`src/rtl/cqs_pkg.sv`:
```
package cqs_pkg;
  localparam int CHAN_W      = 6;
  localparam int CODE_W      = 2;
  localparam int CMD_W       = CHAN_W + CODE_W + 1;
  localparam int STAGE_CNT_W = 4;
  localparam logic [CHAN_W-1:0] END_CHAN = 6'h3F;

  typedef struct packed {
    logic              pause;
    logic [CODE_W-1:0] sampleCode;
    logic [CHAN_W-1:0] chan;
  } cmdWord_t;

  typedef enum logic [2:0] {
    ST_IDLE, ST_CHECK, ST_INIT, ST_XFER, ST_FINAL, ST_RES, ST_PAUSE
  } seqState_t;

  typedef enum logic [1:0] {
    TRIG_SW = 2'd0, TRIG_TIMER = 2'd1, TRIG_EXT = 2'd2, TRIG_OFF = 2'd3
  } trigSel_t;

  typedef struct packed {
    logic resWr;
    logic setPause;
    logic setDone;
    logic setOverrun;
    logic disarm;
  } ctlStrobe_t;
endpackage

```
`src/rtl/cqs_ctrl.sv`:
```
module cqs_ctrl
  import cqs_pkg::*;
#(
  parameter int DEPTH = 16,
  localparam int IDX_W = $clog2(DEPTH)
) (
  input  logic               clk,
  input  logic               rstN,
  input  logic               trigEvent,
  input  logic               armed,
  input  cmdWord_t           tableWord,
  input  logic               resValid,
  output logic [IDX_W-1:0]   curIdx,
  output ctlStrobe_t         strb,
  output logic [CHAN_W-1:0]  channel,
  output logic               sampleConnect,
  output logic               transfer,
  output logic               finalSample,
  output logic               resolve
);
  localparam logic [IDX_W-1:0] LAST_IDX = IDX_W'(DEPTH - 1);

  seqState_t               state;
  cmdWord_t                curWord;
  logic [STAGE_CNT_W-1:0]  stageCnt;
  logic                    isEnd;
  logic                    lastWord;
  logic                    stageOn;

  assign isEnd    = (tableWord.chan == END_CHAN);
  assign lastWord = (curIdx == LAST_IDX);

  always_ff @(posedge clk) begin
    if (!rstN) begin
      state    <= ST_IDLE;
      curIdx   <= '0;
      stageCnt <= '0;
      curWord  <= '0;
    end else begin
      case (state)
        ST_IDLE: if (trigEvent && armed) begin
          state  <= ST_CHECK;
          curIdx <= '0;
        end
        ST_CHECK: if (isEnd) begin
          state  <= ST_IDLE;
          curIdx <= '0;
        end else begin
          curWord  <= tableWord;
          state    <= ST_INIT;
          stageCnt <= STAGE_CNT_W'(1);
        end
        ST_INIT: if (stageCnt == '0) begin
          state    <= ST_XFER;
          stageCnt <= STAGE_CNT_W'(1);
        end else stageCnt <= stageCnt - 1'b1;
        ST_XFER: if (stageCnt == '0) begin
          state    <= ST_FINAL;
          stageCnt <= STAGE_CNT_W'((5'd2 << curWord.sampleCode) - 5'd1);
        end else stageCnt <= stageCnt - 1'b1;
        ST_FINAL: if (stageCnt == '0) state <= ST_RES;
                  else stageCnt <= stageCnt - 1'b1;
        ST_RES: if (resValid) begin
          if (lastWord) begin
            state  <= ST_IDLE;
            curIdx <= '0;
          end else begin
            state  <= curWord.pause ? ST_PAUSE : ST_CHECK;
            curIdx <= curIdx + 1'b1;
          end
        end
        ST_PAUSE: if (trigEvent) state <= ST_CHECK;
        default: state <= ST_IDLE;
      endcase
    end
  end

  always_comb begin
    strb            = '0;
    strb.resWr      = (state == ST_RES) && resValid;
    strb.setPause   = strb.resWr && curWord.pause && !lastWord;
    strb.setDone    = ((state == ST_CHECK) && isEnd) || (strb.resWr && lastWord);
    strb.disarm     = strb.setDone;
    strb.setOverrun = trigEvent && (state != ST_IDLE) && (state != ST_PAUSE);
  end

  assign sampleConnect = (state == ST_INIT);
  assign transfer      = (state == ST_XFER);
  assign finalSample   = (state == ST_FINAL);
  assign resolve       = (state == ST_RES);
  assign stageOn       = sampleConnect | transfer | finalSample | resolve;
  assign channel       = stageOn ? curWord.chan : '0;


  init_len_chk: assert property (@(posedge clk) disable iff (!rstN)
    $rose(sampleConnect) |=> sampleConnect);

  xfer_order_chk: assert property (@(posedge clk) disable iff (!rstN)
    $rose(transfer) |-> $past(sampleConnect));

  final_order_chk: assert property (@(posedge clk) disable iff (!rstN)
    $rose(finalSample) |-> $past(transfer));

  resolve_exit_chk: assert property (@(posedge clk) disable iff (!rstN)
    $fell(resolve) |-> $past(resValid));

  no_end_conv_chk: assert property (@(posedge clk) disable iff (!rstN)
    sampleConnect |-> (channel != END_CHAN));
endmodule

```
`src/rtl/cqs_datapath.sv`:
```
module cqs_datapath
  import cqs_pkg::*;
#(
  parameter int DEPTH     = 16,
  parameter int RES_W     = 10,
  parameter int TIMER_DIV = 1000,
  localparam int IDX_W = $clog2(DEPTH),
  localparam int TMR_W = (TIMER_DIV > 2) ? $clog2(TIMER_DIV) : 1
) (
  input  logic              clk,
  input  logic              rstN,
  input  logic              cmdWrEn,
  input  logic [IDX_W-1:0]  cmdWrAddr,
  input  logic [CMD_W-1:0]  cmdWrData,
  input  logic [IDX_W-1:0]  resRdAddr,
  output logic [RES_W-1:0]  resRdData,
  input  logic [1:0]        trigMode,
  input  logic              continuous,
  input  logic              armSingle,
  input  logic              swStart,
  input  logic              extTrig,
  input  logic              pauseIe,
  input  logic              doneIe,
  input  logic [2:0]        statusClr,
  input  logic [RES_W-1:0]  resData,
  input  logic [IDX_W-1:0]  curIdx,
  input  ctlStrobe_t        strb,
  output cmdWord_t          tableWord,
  output logic              trigEvent,
  output logic              armed,
  output logic              pauseFlag,
  output logic              doneFlag,
  output logic              overrunFlag,
  output logic              irq
);
  cmdWord_t         cmdMem [DEPTH];
  logic [RES_W-1:0] resMem [DEPTH];
  logic [TMR_W-1:0] tmrCnt;
  logic             tmrTick;
  logic             extPrev;
  logic             extEdge;
  logic             singleArmed;

  always_ff @(posedge clk) begin
    if (cmdWrEn) cmdMem[cmdWrAddr] <= cmdWord_t'(cmdWrData);
    if (strb.resWr) resMem[curIdx] <= resData;
  end
  assign tableWord = cmdMem[curIdx];
  assign resRdData = resMem[resRdAddr];

  assign tmrTick = (tmrCnt == TMR_W'(TIMER_DIV - 1));
  assign extEdge = extTrig && !extPrev;

  always_ff @(posedge clk) begin
    if (!rstN) begin
      tmrCnt  <= '0;
      extPrev <= 1'b0;
    end else begin
      tmrCnt  <= tmrTick ? '0 : tmrCnt + 1'b1;
      extPrev <= extTrig;
    end
  end

  always_comb begin
    case (trigSel_t'(trigMode))
      TRIG_SW:    trigEvent = swStart;
      TRIG_TIMER: trigEvent = tmrTick;
      TRIG_EXT:   trigEvent = extEdge;
      default:    trigEvent = 1'b0;
    endcase
  end

  always_ff @(posedge clk) begin
    if (!rstN)            singleArmed <= 1'b0;
    else if (armSingle)   singleArmed <= 1'b1;
    else if (strb.disarm) singleArmed <= 1'b0;
  end
  assign armed = continuous | singleArmed;

  always_ff @(posedge clk) begin
    if (!rstN) begin
      pauseFlag   <= 1'b0;
      doneFlag    <= 1'b0;
      overrunFlag <= 1'b0;
    end else begin
      if (strb.setPause)        pauseFlag <= 1'b1;
      else if (statusClr[0])    pauseFlag <= 1'b0;
      if (strb.setDone)         doneFlag <= 1'b1;
      else if (statusClr[1])    doneFlag <= 1'b0;
      if (strb.setOverrun)      overrunFlag <= 1'b1;
      else if (statusClr[2])    overrunFlag <= 1'b0;
    end
  end

  assign irq = (pauseFlag & pauseIe) | (doneFlag & doneIe);


  pause_set_chk: assert property (@(posedge clk) disable iff (!rstN)
    strb.setPause |=> pauseFlag);

  done_set_chk: assert property (@(posedge clk) disable iff (!rstN)
    strb.setDone |=> doneFlag);

  overrun_set_chk: assert property (@(posedge clk) disable iff (!rstN)
    strb.setOverrun |=> overrunFlag);

  disarm_chk: assert property (@(posedge clk) disable iff (!rstN)
    (strb.disarm && !armSingle && !continuous) |=> !armed);
endmodule

```
`src/rtl/conv_queue_seq.sv`:
```
module conv_queue_seq
  import cqs_pkg::*;
#(
  parameter int DEPTH     = 16,
  parameter int RES_W     = 10,
  parameter int TIMER_DIV = 1000,
  localparam int IDX_W = $clog2(DEPTH)
) (
  input  logic              clk,
  input  logic              rstN,
  input  logic              cmdWrEn,
  input  logic [IDX_W-1:0]  cmdWrAddr,
  input  logic [8:0]        cmdWrData,
  input  logic [IDX_W-1:0]  resRdAddr,
  output logic [RES_W-1:0]  resRdData,
  input  logic [1:0]        trigMode,
  input  logic              continuous,
  input  logic              armSingle,
  input  logic              swStart,
  input  logic              extTrig,
  input  logic              pauseIe,
  input  logic              doneIe,
  input  logic [2:0]        statusClr,
  output logic              pauseFlag,
  output logic              doneFlag,
  output logic              overrunFlag,
  output logic              irq,
  output logic [5:0]        channel,
  output logic              sampleConnect,
  output logic              transfer,
  output logic              finalSample,
  output logic              resolve,
  input  logic              resValid,
  input  logic [RES_W-1:0]  resData
);
  logic [IDX_W-1:0] curIdx;
  ctlStrobe_t       strb;
  cmdWord_t         tableWord;
  logic             trigEvent;
  logic             armed;

  cqs_ctrl #(.DEPTH(DEPTH)) u_ctrl (
    .clk(clk), .rstN(rstN), .trigEvent(trigEvent), .armed(armed),
    .tableWord(tableWord), .resValid(resValid), .curIdx(curIdx), .strb(strb),
    .channel(channel), .sampleConnect(sampleConnect), .transfer(transfer),
    .finalSample(finalSample), .resolve(resolve)
  );

  cqs_datapath #(.DEPTH(DEPTH), .RES_W(RES_W), .TIMER_DIV(TIMER_DIV)) u_dp (
    .clk(clk), .rstN(rstN), .cmdWrEn(cmdWrEn), .cmdWrAddr(cmdWrAddr),
    .cmdWrData(cmdWrData), .resRdAddr(resRdAddr), .resRdData(resRdData),
    .trigMode(trigMode), .continuous(continuous), .armSingle(armSingle),
    .swStart(swStart), .extTrig(extTrig), .pauseIe(pauseIe), .doneIe(doneIe),
    .statusClr(statusClr), .resData(resData), .curIdx(curIdx), .strb(strb),
    .tableWord(tableWord), .trigEvent(trigEvent), .armed(armed),
    .pauseFlag(pauseFlag), .doneFlag(doneFlag), .overrunFlag(overrunFlag),
    .irq(irq)
  );
endmodule

```
`config.mk`:
```
export PLATFORM = sky130hd
export DESIGN_NAME = conv_queue_seq
export DESIGN_NICKNAME = d
export VERILOG_FILES = /design/src/rtl/cqs_pkg.sv /design/src/rtl/cqs_ctrl.sv /design/src/rtl/cqs_datapath.sv /design/src/rtl/conv_queue_seq.sv
export SDC_FILE = /design/constraint.sdc
export NUM_CORES = 1
export LEC_CHECK = 0
export BUFFER_PORTS_ARGS = -buffer_cell sky130_fd_sc_hd__buf_2
export CAP_MARGIN = 40
export CORE_MARGIN = 2
export CORE_UTILIZATION = 30
export CTS_CLUSTER_DIAMETER = 80
export DETAILED_ROUTE_END_ITERATION = 12
export SLEW_MARGIN = 20
export SYNTH_ARGS = -nofsm -noshare
export SYNTH_HDL_FRONTEND = slang
export SYNTH_SLANG_ARGS = --single-unit
```
`constraint.sdc`:
```
create_clock -name clk -period 5.8 [get_ports clk]
set_clock_uncertainty 0.2 [all_clocks]
set_input_delay 0.29 -clock clk [delete_from_list [all_inputs] [get_ports clk]]
set_output_delay 0.29 -clock clk [all_outputs]
set_load 0.1 [all_outputs]
```
==> impl_results.md, run 1 <==
* Worst-path fanout max at 17
* Total I/O pin count at 66
* Area growth syn-to-layout at 18.75%
* Distinct cell type count after synthesis at 48
* Fill cells at 4106
* XOR/XNOR Fraction of Synth Area at 0.5157%
* # Max-Cap Violations at 0
* H-tree depth at 2
* Vias in the first global route at 7108
* Cell Rows at 77
* Total track usage at 12.18%
* PortBufs at 65
* Commonest non-fill, non-tap cells in the layout: edfxtp_1, mux4_2, buf_2
* Combinational Power Share at 6.9%
* Setup TNS at 0 ns
* Syn Std Cell Area at 13590 µm²
* Antenna-violating nets left at 0
* Critical Path AT at 3.94 ns
* Ant. Diodes at 0
* Peak supply drop at 202.2 µV
* Later-pin clock latency in the skew report at 0.53 ns
* Core area at 44410 µm²
* Worst slew pin tran at 0.8235 ns
* Worst Hold End: u_ctrl.stageCnt[0]
* Yosys warns at 0
* Leak pwr at 5.194 nW
* DP Area at 14690 µm²
* Commonest non-fill, non-tap cell in the layout: edfxtp_1
* DRT Pass-1 Iters at 5
* Hold Path Origin: rstN
* Clk slew on worst S/H paths at 0.06 ns
* Synth Area in Simple Gates at 5.277%
* Min-delay worst type: in2reg
* F_max at 272.6 MHz
* Post-synthesis mux area share at 15.47%
* Total power at 0.005420 W
* Slew HR at 45.02%
* Finish-stage setup viols at 0
* GP Congestion at 0.7830
* Post-DP HPWL at 19070 µm
* Vias at 6988
* CTS tree: built
* Drt via density at 4.780
* Syn Nets at 774
* Root Driver: clkbuf_16
* Final core utilization at 36.33%
* Kind of critical path: reg2reg
* Worst r2r dst: u_dp.doneFlag
* Die footprint at 47010 µm²
* RSZ-0062 raised after global routing: no
* FF+latch count, synth at 343
* Post-synth EDFFs at 304
* Initial antenna violation count at 0
* Reg2Reg Setup Slack at 2.13 ns
* Grt total ovfl at 0
* Worst hold path depth at 3
* Part of the power in the clock network at 42.2%
* Placed Cells incl. Taps at 1369
* Worst endpoint required time at 6.07 ns
* Asr flop ratio synth at 0%
* Clk sinks at 343
* Status: finished, final reports clean
* Crit end category: flop
* Final wirelength at 28740 µm
* Share of cells above drive strength 1 at 26.55%
* Pin count of the biggest net entering global routing at 33
* Switching share of power at 22.40%
* Compound-Gate Fraction of Synth Area at 3.638%
* Tcrit/Tclk final at 63.25%
* First-pass GRT wire length at 43480 µm
* Initial Util at 30.59%
* Reg2Reg Depth at 9
* Die X at 216.8 µm
* CP Launch Type: flop
* Sw Pwr at 0.001214 W
* Largest family of logic cells by synthesized area: multiplexers
* Final slew viol count at 0
* Wirelength per Cell at 19.66 µm
* CTS Buf Count at 38
* Synthesized instance count at 725
* PwrDens at 335.9 nW/µm²
* Post-route cell area at 16130 µm²
* Syn Area/Cell at 18.74 µm²
* # hold bufs at CTS at 26
* Post-Synth Adder-Cell Area at 0.6446%
* Initial DRC Count at 661
* Internal power component at 0.004206 W
* DRC at 0
* Final nets at 893
* CTS Buffer Depth at 3
* Ys flop type: edfxtp_1
* Finished Layout Cells at 1462
* Post_cts resized at 0
* Seq/Total Area, Yosys at 72.93%
* Final hold violations at 0
* Crit path time final at 3.668 ns
* Vert. Die Dim at 216.8 µm
* Seq pwr share at 50.9%
* Post-CTS setup buffers at 0
==> registers in the layout, indices dropped and copies added, names as in the netlist, named ones only <==
name and count:
u_ctrl.curIdx 4, u_ctrl.curWord 9, u_ctrl.stageCnt 4, u_ctrl.state 3, u_dp.cmdMem 144, u_dp.doneFlag 1, u_dp.extPrev 1, u_dp.overrunFlag 1
u_dp.pauseFlag 1, u_dp.resMem 160, u_dp.singleArmed 1, u_dp.tmrCnt 10
==> per-stage QoR <==
step,setup WS (ns),hold slack (ns)
finish,2.132,0.02153
global route,1.803,0.02794
CTS,2.095,0.003160
detailed placement,2.222,0.2504
global placement,2.050,0.2372
floorplan,2.362,0.1889
==> critical path, stage by stage (launching register included) <==
cell           delay, ns
dfxtp_2             0.71
buf_4               0.38
mux2i_1             0.12
a221oi_1            0.38
o21ai_0             0.18
a222oi_1            0.50
nand2_1             0.23
nor2_1              0.24
o31a_1              0.14
dlygate4sd3_1       0.53
==> Yosys cell counts, types with 6 or more instances <==
master | instances | area, µm²
edfxtp_1 | 304 | 9129
inv_1 | 9 | 33.78
o21ai_0 | 24 | 120.1
clkbuf_1 | 18 | 67.56
dfxtp_1 | 39 | 780.8
and2_1 | 18 | 112.6
nor2_1 | 38 | 142.6
mux2i_1 | 21 | 210.2
mux4_2 | 83 | 1869
nand2_1 | 32 | 120.1
nand2b_1 | 6 | 37.54
nor3_1 | 8 | 40.04
nand3_1 | 12 | 60.06
and3_1 | 13 | 81.33
a21oi_1 | 16 | 80.08
ha_1 | 7 | 87.58
a221oi_1 | 6 | 52.55
==> area by class of cell <==
| type | count | area [µm²] | share of cell area (%) |
|---|---|---|---|
| Sequential cell | 343 | 9911 | 61.43 |
| Clock inverter | 17 | 182.7 | 1.132 |
| Inverter | 9 | 33.78 | 0.2094 |
| Clock buffer | 49 | 992.2 | 6.150 |
| Timing Repair Buffer | 112 | 795.8 | 4.932 |
| Tap cell | 592 | 740.7 | 4.591 |
| Multi-Input combinational cell | 340 | 3478 | 21.56 |
==> power by group through the flow <==
stage,combinational (W),sequential [W],clock [W]
after floorplan,0.000256,0.00280,0
after global placement,0.000350,0.00281,0
after detailed placement,0.000364,0.00281,0
after CTS,0.000379,0.00276,0.00234
after global routing,0.000404,0.00276,0.00244
final,0.000375,0.00276,0.00229
==> cell families (layout without fill, tap and decap cells) <==
group	after synthesis	count (layout)
adders and majority gates	7	7
xor gates and xnor gates	8	8
DFF	343	343
buffers and inverters	42	187
AOI/OAI and AO/OA	74	74
and+or+nand+nor	145	145
muxes	106	106
==> worst max-delay path by stage <==
| stage | end | slack (ns) | cells past startpoint |
|---|---|---|---|
| 2_1_floorplan | u_dp.resMem[3][0] | 2.36 | 5 |
| 3_3_place_gp | flop | 2.05 | 7 |
| 3_5_place_dp | u_ctrl.stageCnt[2] | 2.22 | 8 |
| 4_1_cts | u_dp.doneFlag | 2.10 | 9 |
| 5_1_grt | u_dp.doneFlag | 1.80 | 9 |
| 6_report | u_dp.doneFlag | 2.13 | 9 |
==> per-layer routing <==
metal	GRT usage, %	share of wire (%)	wire length, µm	vias up
li1	-	-	-	3181
met1	16.49	45	12950	3590
met2	19.75	48	13700	176
met3	2.879	5.5	1571	41
met4	3.242	1.8	518	0
met5	0	0	0	-
No activity file was read; power rests on OpenSTA's default activity.
==> run 2: changes to the inputs <==
- clock period: 5.8 -> 2.96 ns (I/O delays scaled with it)
==> run 2 against run 1 <==
  * Highest routed layer unchanged
  * Hold slack improved by 0.011 ns
  * Critical path depth rose by 1
  * Critical path type unchanged
  * First-iteration DRC count decreased by 8.5%
  * Combinational power grew 110%
  * Largest cell class unchanged
  * Final cell count is 2.2% higher
  * Flip-flop and latch count unchanged
==> impl_results.md, run 2 (synthesized netlist as in run 1, its figures left out) <==
* Status: finished, final reports clean
* First-pass GRT wire length at 44880 µm (+3.2%)
* CTS Buf Count at 39 (+2.6%)
* Wirelength per Cell at 19.72 µm (+0.35%)
* CP max-delay cell: dfxtp_1
* Max incr delay on CP at 0.43 ns (-0.28 ns)
* CTS Buffer Depth at 3 (unchanged)
* Final nets at 920 (+3.0%)
* Internal power component at 0.008376 W (+99%)
* Fin Hold WS at 0.03251 ns (+0.01098 ns)
* Drt via density at 4.793 (+0.27%)
* Grt total ovfl at 0 (unchanged)
* F_max at 359.0 MHz (+32%)
* Final wirelength at 29470 µm (+2.5%)
* Largest register FFs at 160 (unchanged)
* Post-DP HPWL at 18950 µm (-0.62%)
* Part of the power in the clock network at 43.3% (+1.1 points)
* DRC at 0 (unchanged)
* Post_cts resized at 0 (unchanged)
* Later-pin clock latency in the skew report at 0.56 ns (+0.03 ns)
* Ant. Diodes at 0 (unchanged)
* Final worst slack at 0.1744 ns (-1.957 ns)
* Biggest register: u_dp.resMem
* Worst endpoint required time at 3.24 ns (-2.83 ns)
* Root Driver: clkbuf_16
* Commonest non-fill, non-tap cells in the layout: edfxtp_1, mux4_2, buf_2
* PortBufs at 65 (unchanged)
* GP Congestion at 0.7758 (-0.92%)
* Clk slew on worst S/H paths at 0.06 ns (about the same)
* Final slew viol count at 0 (unchanged)
* Cells along the critical path: buf_4 -> nor2b_1 -> a221oi_1 -> a22oi_1 -> a222oi_1 -> buf_4 -> nand2_1 -> a311oi_2 -> buf_4 -> mux2i_1
* Seq pwr share at 49.5% (-1.4 points)
* # Max-Cap Violations at 0 (unchanged)
* Crit path time final at 2.786 ns (-0.8826 ns)
* Switching share of power at 22.98% (+0.58 points)
* Reg2Reg Setup Slack at 0.17 ns (-1.96 ns)
* Clk sinks at 343 (unchanged)
* Worst r2r dst: u_ctrl.stageCnt[2]
* H-tree depth at 2 (unchanged)
* Crit end category: flop
* Initial antenna violation count at 0 (unchanged)
* Core area at 44410 µm² (unchanged)
* Commonest non-fill, non-tap cell in the layout: edfxtp_1
* Fill cells at 4056 (-1.2%)
* Vias at 7160 (+2.5%)
* Largest regs: u_dp.resMem: 160 flops, u_dp.cmdMem: 144 flops, u_dp.tmrCnt: 10 flops
* Worst-path fanout max at 6 (-11)
* Critical Path Sink: u_ctrl.stageCnt[2]
* Min-delay worst type: in2reg
* Peak supply drop at 449.2 µV (+120%)
* Cell Rows at 77 (unchanged)
* Total track usage at 12.63% (+0.45 points)
* Die X at 216.8 µm (unchanged)
* Antenna-violating nets left at 0 (unchanged)
* Kind of critical path: reg2reg
* Pin count of the biggest net entering global routing at 41 (+24%)
* DRT Pass-1 Iters at 4 (-1)
* Tcrit/Tclk final at 94.11% (+31 points)
* Vert. Die Dim at 216.8 µm (unchanged)
* CTS tree: built
* Initial Util at 30.59% (unchanged)
* Die footprint at 47010 µm² (unchanged)
* Finish-stage setup viols at 0 (unchanged)
* CP Launch Type: flop
* CP most frequent cell: buf_4
* Combinational Power Share at 7.1% (+0.2 points)
* PwrDens at 660.6 nW/µm² (+97%)
* Share of cells above drive strength 1 at 28.27% (+1.7 points)
* Critical Path AT at 3.06 ns (-0.88 ns)
* Final core utilization at 37.07% (+0.74 points)
* Post-route cell area at 16460 µm² (+2.0%)
* Total I/O pin count at 66 (unchanged)
* Initial DRC Count at 605 (-8.5%)
* Vias in the first global route at 7275 (+2.3%)
* Area growth syn-to-layout at 21.16%
* Leak pwr at 5.379 nW (+3.6%)
* Slew HR at 57.17% (+12 points)
* Worst slew pin tran at 0.6424 ns (-0.1811 ns)
* Dpl ws at 0.09912 ns (-2.123 ns)
* Setup TNS at 0 ns (unchanged)
* Sw Pwr at 0.002499 W (+110%)
* DP Area at 14800 µm² (+0.70%)
* Final hold violations at 0 (unchanged)
* Reg2Reg Depth at 10 (+1)
-- run 2: cell types whose count changed in the layout (fill, tap and decap cells not counted), moves of 5 or more --
cell / previous run / this run
buf_6: 6 / 0
clkinv_2: 3 / 8
dlygate4sd3_1: 26 / 36
buf_4: 12 / 32
-- run 2: worst min-delay path by stage --
| stage | from | end | slack [ns] | cells past startpoint |
|---|---|---|---|---|
| 6_report | trigMode[0] | u_dp.overrunFlag | 0.03 | 5 |
| 5_1_grt | trigMode[0] | u_dp.overrunFlag | 0.08 | 5 |
| 4_1_cts | trigMode[0] | u_dp.overrunFlag | 0.02 | 5 |
| 3_5_place_dp | extTrig | u_dp.extPrev | 0.17 | 2 |
| 3_3_place_gp | extTrig | u_dp.extPrev | 0.16 | 2 |
| 2_1_floorplan | cmdWrData[0] | u_dp.cmdMem[0][0] | 0.05 | 0 |
-- run 2: critical path: cells and delay by family (launching register included) --
kind | cells | cell delay [ns]
multiplexers | 1 | 0.18
flip-flops | 1 | 0.43
AO/OA/AOI/OAI | 4 | 1.15
AND/OR/NAND/NOR | 2 | 0.20
buffers and inverters | 3 | 0.55
-- run 2: layer usage --
layer / routed length, µm / up-vias / GRT usage, % / part of all wire [%]
li1: - / 3238 / - / -
met5: 0 / - / 0 / 0
met1: 13320 / 3715 / 17.06 / 45
met3: 1423 / 37 / 2.586 / 4.8
met2: 14200 / 170 / 20.65 / 48
met4: 524 / 0 / 3.721 / 1.8
-- run 2: layout make-up --
| type | count | area, µm² | area share [%] |
|---|---|---|---|
| Multi-Input combinational cell | 340 | 3473 | 21.10 |
| Timing Repair Buffer | 138 | 1031 | 6.263 |
| Tap cell | 592 | 740.7 | 4.500 |
| Sequential cell | 343 | 9911 | 60.20 |
| Inverter | 9 | 33.78 | 0.2052 |
| Clock inverter | 20 | 205.2 | 1.246 |
| Clock buffer | 52 | 1067 | 6.483 |
-- run 2: power by group through the flow --
stage	Sequential (W)	Combinational, W	Clock [W]
finish	0.00539	0.000775	0.00471
global route	0.00539	0.000834	0.00503
CTS	0.00539	0.000780	0.00482
detailed placement	0.00549	0.000741	0
global placement	0.00549	0.000736	0
floorplan	0.00548	0.000502	0
-- run 2: through the flow --
| stage | std cells | total power (W) |
|---|---|---|
| floorplan | 725 | 0.005986 |
| global placement | 1384 | 0.006222 |
| detailed placement | 1384 | 0.006228 |
| CTS | 1492 | 0.01099 |
| global route | 1494 | 0.01125 |
| finish | 1494 | 0.01088 |
-- run 2: repair_timing --
action	4_1_cts	5_1_grt
setup endpoints to repair	0	12
endpoints found under the hold margin	373	0
hold buffers	36	0
setup buffers	0	1
